### config.mk
export PLATFORM = sky130hd
export DESIGN_NAME = tick_timer
export DESIGN_NICKNAME = d
export VERILOG_FILES = /design/src/rtl/tick_timer_pkg.sv /design/src/rtl/tick_prescaler.sv /design/src/rtl/tick_count_unit.sv /design/src/rtl/tick_ctrl_unit.sv /design/src/rtl/tick_timer.sv
export SDC_FILE = /design/constraint.sdc
export NUM_CORES = 1
export LEC_CHECK = 0
export BUFFER_PORTS_ARGS = -buffer_cell sky130_fd_sc_hd__buf_2
export CORE_MARGIN = 1.5
export CORE_UTILIZATION = 40
export CTS_CLUSTER_SIZE = 8
export DETAILED_ROUTE_END_ITERATION = 10
export PLACE_DENSITY = 0.69
export SLEW_MARGIN = 10
export SYNTH_ARGS = -nofsm -noshare
export SYNTH_HDL_FRONTEND = slang
export SYNTH_SLANG_ARGS = --single-unit
### constraint.sdc
create_clock -name clk -period 3.4 [get_ports clk]
set_clock_uncertainty 0.15 [all_clocks]
set_input_delay 0.68 -clock clk [delete_from_list [all_inputs] [get_ports clk]]
set_output_delay 0.68 -clock clk [all_outputs]
set_load 0.005 [all_outputs]
### src/rtl/tick_timer_pkg.sv
package tick_timer_pkg;

   typedef enum logic [1:0] {
      MODE_OFF     = 2'b00,
      MODE_RESTART = 2'b01,
      MODE_ONESHOT = 2'b10,
      MODE_FREE    = 2'b11
   } tick_mode_e;

   localparam logic SEL_COUNT = 1'b0;
   localparam logic SEL_CTRL  = 1'b1;

   // Control fields sit above the period field, counted from its width.
   localparam int CTRL_EXTRA_BITS = 4;

endpackage

### src/rtl/tick_prescaler.sv
module tick_prescaler #(
   parameter int DIV = 5
) (
   input  logic clk,
   input  logic rst_n,
   output logic tick
);

   generate
      if (DIV < 1) begin : g_bad_div
         $error("tick_prescaler: DIV must be at least 1");
      end

      if (DIV == 1) begin : g_pass
         assign tick = 1'b1;
      end else begin : g_div
         localparam int PW = $clog2(DIV);
         localparam logic [PW-1:0] LAST = PW'(DIV - 1);
         logic [PW-1:0] phase_q;

         always_ff @(posedge clk or negedge rst_n) begin
            if (!rst_n) begin
               phase_q <= '0;
            end else if (phase_q == LAST) begin
               phase_q <= '0;
            end else begin
               phase_q <= phase_q + PW'(1);
            end
         end

         assign tick = (phase_q == LAST);
      end
   endgenerate

endmodule

### src/rtl/tick_count_unit.sv
module tick_count_unit
   import tick_timer_pkg::*;
#(
   parameter int DATA_W   = 32,
   parameter int PERIOD_W = 28
) (
   input  logic              clk,
   input  logic              rst_n,
   input  logic              tick,
   input  logic              run,
   input  tick_mode_e        mode,
   input  logic [PERIOD_W-1:0] period,
   input  logic              load,
   input  logic [DATA_W-1:0] load_val,
   output logic [DATA_W-1:0] count,
   output logic              match
);

   generate
      if (PERIOD_W > DATA_W) begin : g_bad_width
         $error("tick_count_unit: PERIOD_W exceeds DATA_W");
      end
   endgenerate

   logic [DATA_W-1:0] count_q;
   logic [DATA_W-1:0] count_inc;
   logic              step;

   assign step      = run & tick;
   assign count_inc = count_q + DATA_W'(1);
   assign match     = step & (count_inc[PERIOD_W-1:0] == period);

   always_ff @(posedge clk or negedge rst_n) begin
      if (!rst_n) begin
         count_q <= '0;
      end else if (load) begin
         count_q <= load_val;
      end else if (step) begin
         if (match && mode == MODE_RESTART) begin
            count_q <= '0;
         end else begin
            count_q <= count_inc;
         end
      end
   end

   assign count = count_q;

endmodule

### src/rtl/tick_ctrl_unit.sv
module tick_ctrl_unit
   import tick_timer_pkg::*;
#(
   parameter int DATA_W   = 32,
   parameter int PERIOD_W = 28
) (
   input  logic                clk,
   input  logic                rst_n,
   input  logic                wr,
   input  logic [DATA_W-1:0]   wdata,
   input  logic                match,
   output logic [PERIOD_W-1:0] period,
   output tick_mode_e          mode,
   output logic                run,
   output logic                irq,
   output logic [DATA_W-1:0]   ctrl
);

   localparam int PEND_BIT = PERIOD_W;
   localparam int IE_BIT   = PERIOD_W + 1;
   localparam int MODE_LO  = PERIOD_W + 2;

   generate
      if (PERIOD_W + CTRL_EXTRA_BITS != DATA_W) begin : g_bad_layout
         $error("tick_ctrl_unit: DATA_W must equal PERIOD_W + 4");
      end
   endgenerate

   logic [PERIOD_W-1:0] period_q;
   logic                pend_q;
   logic                ie_q;
   tick_mode_e          mode_q;
   logic                run_q;
   logic                hit;
   tick_mode_e          wmode;

   assign hit   = match & ie_q;
   assign wmode = tick_mode_e'(wdata[MODE_LO +: 2]);

   always_ff @(posedge clk or negedge rst_n) begin
      if (!rst_n) begin
         period_q <= '0;
         pend_q   <= 1'b0;
         ie_q     <= 1'b0;
         mode_q   <= MODE_OFF;
         run_q    <= 1'b0;
      end else if (wr) begin
         period_q <= wdata[PERIOD_W-1:0];
         ie_q     <= wdata[IE_BIT];
         mode_q   <= wmode;
         pend_q   <= hit | (pend_q & wdata[PEND_BIT]);
         run_q    <= (wmode != MODE_OFF);
      end else begin
         if (hit) begin
            pend_q <= 1'b1;
         end
         if (match && mode_q == MODE_ONESHOT) begin
            run_q <= 1'b0;
         end
      end
   end

   assign period = period_q;
   assign mode   = mode_q;
   assign run    = run_q;
   assign irq    = pend_q & ie_q;
   assign ctrl   = {mode_q, ie_q, pend_q, period_q};

endmodule

### src/rtl/tick_timer.sv
module tick_timer
   import tick_timer_pkg::*;
#(
   parameter int DATA_W   = 32,
   parameter int PRESCALE = 5
) (
   input  logic              clk,
   input  logic              rst_n,
   input  logic              wr_en,
   input  logic              wr_sel,
   input  logic [DATA_W-1:0] wr_data,
   input  logic              rd_sel,
   output logic [DATA_W-1:0] rd_data,
   output logic              irq
);

   localparam int PERIOD_W = DATA_W - CTRL_EXTRA_BITS;

   generate
      if (DATA_W < 8) begin : g_bad_data
         $error("tick_timer: DATA_W must be at least 8");
      end
   endgenerate

   logic                tick;
   logic                match;
   logic                run;
   tick_mode_e          mode;
   logic [PERIOD_W-1:0] period;
   logic [DATA_W-1:0]   count_q;
   logic [DATA_W-1:0]   ctrl_q;
   logic                cnt_wr;
   logic                ctl_wr;

   assign cnt_wr = wr_en & (wr_sel == SEL_COUNT);
   assign ctl_wr = wr_en & (wr_sel == SEL_CTRL);

   tick_prescaler #(.DIV(PRESCALE)) u_pre (
      .clk   (clk),
      .rst_n (rst_n),
      .tick  (tick)
   );

   tick_count_unit #(.DATA_W(DATA_W), .PERIOD_W(PERIOD_W)) u_cnt (
      .clk      (clk),
      .rst_n    (rst_n),
      .tick     (tick),
      .run      (run),
      .mode     (mode),
      .period   (period),
      .load     (cnt_wr),
      .load_val (wr_data),
      .count    (count_q),
      .match    (match)
   );

   tick_ctrl_unit #(.DATA_W(DATA_W), .PERIOD_W(PERIOD_W)) u_ctl (
      .clk    (clk),
      .rst_n  (rst_n),
      .wr     (ctl_wr),
      .wdata  (wr_data),
      .match  (match),
      .period (period),
      .mode   (mode),
      .run    (run),
      .irq    (irq),
      .ctrl   (ctrl_q)
   );

   assign rd_data = (rd_sel == SEL_CTRL) ? ctrl_q : count_q;

endmodule

==> impl_metrics.yaml <==
power_and_ir_drop:
  swShare: 0.324
  pwr-share-clk: 0.326
  pwr-share-comb: 0.317
  power_density_nw_per_um2: 456
  p_leak_nw: 2.59
  p_sw_mw: 0.934
  seqPwrFrac: 0.357
  p_int_mw: 1.95
  peakVddDrop_mv: 0.229
  total_power_mw: 2.89
critical_path:
  r2r_end: "u_cnt.count[16]"
  r2r_cells: 12
  end_kind: "flip-flop"
  critPathLaunchType: "flip-flop"
  endpoint: "u_cnt.count[16]"
  r2r_start: "u_cnt.count[13]"
  cp_data_required_time_ns: 3.47
  worst-r2r-setup-slack_ns: -0.008
  arrival_ns: 3.48
  cp_max_fo: 7
  worstSetupPathType: "flip-flop to flip-flop"
  startpoint: "u_cnt.count[13]"
clocking:
  cts_buffer_depth: 2
  hold_buffers: 0
  cts_tree: "built"
  clkTransAtPathRegs_ns: 0.05
  cts_made_buffers: 9
  clock-sinks: 68
  clock_latency_ns: 0.34
  cts_root_buf: "clkbuf_16"
  htreeDepth: 3
floorplan:
  core_area_um2: 11900
  row_count: 40
  start_util: 0.407
  dieArea_um2: 12800
  io_pins: 70
  die_y_um: 113
  die_x_um: 113
cells_and_area:
  fin_nets: 697
  fillers: 1124
  final_core_util: 0.531
  finalInstanceArea_um2: 6320
  syn_to_final_growth_pct: 30.6
  drive_above_1_share: 0.409
  n_antenna_cell: 0
logic_synthesis:
  synth-compound-area-share: 0.149
  ys_types: 59
  synth_edf_count: 0
  synthXorXnorAreaFrac: 0.0687
  synthMuxAreaShare: 0.142
  synth_top_family_by_area: "simple AND/OR/NAND/NOR gates"
  avgSynthCellArea_um2: 8.95
  ys_seq_area_frac: 0.351
  synth_warnings: 0
  synthTopCellsByArea: "dfrtp_1 (35%), mux2_2 (14%), xnor2_1 (4.0%)"
  synth_top_area_cell: "dfrtp_1"
  ys_ff_latch: 68
  synth_ff_type: "dfrtp_1"
  synth-adder-area-share: 0.00775
  synth_nets: 581
  synth_top_area_frac: 0.351
  netlist_area_um2: 4840
  async_flop_share: 1.00
  synth_cells: 541
  synth-simple-area-share: 0.235
timing:
  fin_crit_sh: 1.00
  hold_viol_final: 0
  tightest_slew_ns: 0.816
  maxSlewViolCount: 0
  finalHoldWorstSlack_ns: 0.279
  rsz0062_at_grt: "true"
  setup_viol: 1
  min_period_ns: 3.41
  max_freq_mhz: 293
  setup_ws_ns: -0.00821
  relSlewSlack: 0.456
routing:
  drc: 0
  wl_per_cell_um: 19.4
  drt_wl_total_mm: 15.6
  vias_per_cell: 5.98
  antenna_left: 0
  drt_iter0_drc: 340
  vias: 4827
  drtPass1Iterations: 5
grt:
  grt_max_degree: 39
  grt_pass1_vias: 4748
  grt_first_pass_wirelength_mm: 25.0
  antenna_found_initial: 0
  gr-usage-all-layers: 0.251
  overflow: 0
hold_path:
  hp-class: "input port to async pin"
placed_design:
  placed_area_um2: 5700
  place.gp.congestion: 0.945
  io_buffers: 69
  place_ws_ns: -0.151
  hpwl_mm: 11.1
run:
  drv_cap: 0
run_status:
  outcome: "complete, but fails checks"
  violations: "negative setup slack"
-- final cells by class --
class                      count  area (µm²)  area share
multi-input combinational    422        3110       0.492
sequential                    68        1710       0.271
timing repair buffer         147         990       0.156
clock buffer                  12         256      0.0406
tap                          147         184      0.0291
clock inverter                 2        35.0     0.00554
inverter                       9        33.8     0.00534
-- worst max-delay path, cell delays in order (launching register included) --
cell and delay [ns]:
dfrtp_1 0.40, buf_6 0.14, buf_4 0.11, nand3_1 0.08, nor2_1 0.38, a31oi_1 0.17
o21ai_0 0.22, or4b_2 0.65, nor4_4 0.31, buf_4 0.19, buf_6 0.12, nor2_4 0.07
a221o_1 0.30
-- logic make-up (layout without fill, tap and decap cells) --
| group | Yosys count | count (layout) |
|---|---|---|
| xor gates and xnor gates | 38 | 38 |
| adders and majority gates | 3 | 3 |
| muxes | 61 | 61 |
| AOI/OAI and AO/OA | 115 | 115 |
| and+or+nand+nor | 204 | 205 |
| DFF | 68 | 68 |
| buffers and inverters | 52 | 170 |
-- how the worst min path moves through the flow --
stage,startpoint,endpoint,slack [ns],depth (start not counted)
4_1_cts,rst_n,u_ctl.period[6],0.31,1
2_1_floorplan,rst_n,u_cnt.count[0],0.23,0
5_1_grt,rst_n,u_ctl.period[5],0.33,1
6_report,rst_n,u_ctl.period[5],0.28,1
3_3_place_gp,u_pre.g_div.phase_q[0],u_pre.g_div.phase_q[0],0.29,1
3_5_place_dp,u_pre.g_div.phase_q[0],u_pre.g_div.phase_q[0],0.31,1
-- metal layers --
metal	up-vias	track usage	part of all wire
met3	17	0.0514	0.068
met4	0	0.0675	0.012
li1	2241	-	-
met5	-	0	0
met1	2378	0.337	0.45
met2	191	0.412	0.47
-- power by group through the flow --
stage | clock, mW | combinational (mW) | sequential (mW)
final | 0.939 | 0.915 | 1.03
after global routing | 0.990 | 0.995 | 1.05
after CTS | 0.957 | 0.853 | 1.02
after detailed placement | 0 | 0.829 | 1.03
after global placement | 0 | 0.817 | 1.02
after floorplan | 0 | 0.541 | 0.990
-- cell usage in the layout (no fill, tap or decap), types with 5 or more instances in the layout --
cell / synthesis / final
buf_4: 0 / 67
or4_1: 8 / 8
nand2_1: 32 / 32
inv_1: 9 / 9
and3_1: 6 / 6
dfrtp_2: 0 / 10
and4_1: 7 / 7
xnor2_1: 22 / 20
nand3_1: 26 / 22
nor2_1: 41 / 40
nand3b_1: 6 / 6
o21ai_1: 1 / 5
mux2_2: 61 / 61
a31oi_1: 25 / 25
a21oi_1: 25 / 24
buf_2: 16 / 69
nor3_1: 12 / 11
nand4_1: 17 / 17
clkbuf_16: 0 / 9
o21ai_0: 30 / 26
xor2_1: 16 / 16
and2_1: 7 / 8
or3_1: 10 / 10
a22oi_2: 0 / 5
buf_6: 1 / 9
nor4_1: 12 / 8
dfrtp_1: 68 / 58
-- flip-flops by register name, indices dropped and copies added, names as in the netlist --
| register | flops |
|---|---|
| u_ctl.run | 1 |
| u_pre.g_div.phase_q | 3 |
| u_ctl.period | 28 |
| u_ctl.pend_q | 1 |
| u_ctl.mode | 2 |
| u_ctl.ie_q | 1 |
| u_cnt.count | 32 |
-- synth_stat cells, types with 3 or more instances --
master    count
or3_1        10
a31oi_1      25
nand4_1      17
mux2_2       61
a31o_2        3
xor2_1       16
xnor2_1      22
buf_2        16
clkbuf_2      3
nand3_1      26
o21ai_0      30
a21oi_1      25
a22oi_1       5
or4_1         8
and2_1        7
and4_1        7
o211ai_1      4
nand2_1      32
ha_1          3
and3_1        6
nor2b_1       3
o31ai_1       4
nor3_1       12
dfrtp_1      68
nand3b_1      6
clkbuf_1     22
nor4_1       12
nor2_1       41
inv_1         9
-- through the flow --
step | TNS (ns) | std cells
after floorplan | 0 | 541
after global placement | -0.387 | 779
after detailed placement | -2.80 | 779
after CTS | 0 | 797
after global routing | -2.19 | 807
final | -0.00821 | 807
-- timing repair --
item	in CTS	in global routing
endpoints found under the setup margin	30	30
resized for setup	17	40
hold endpoints to repair	0	0
pin swaps	2	23
setup buffers	4	9
cloned	0	1
Note: power is estimated with default switching activity, not from simulation.
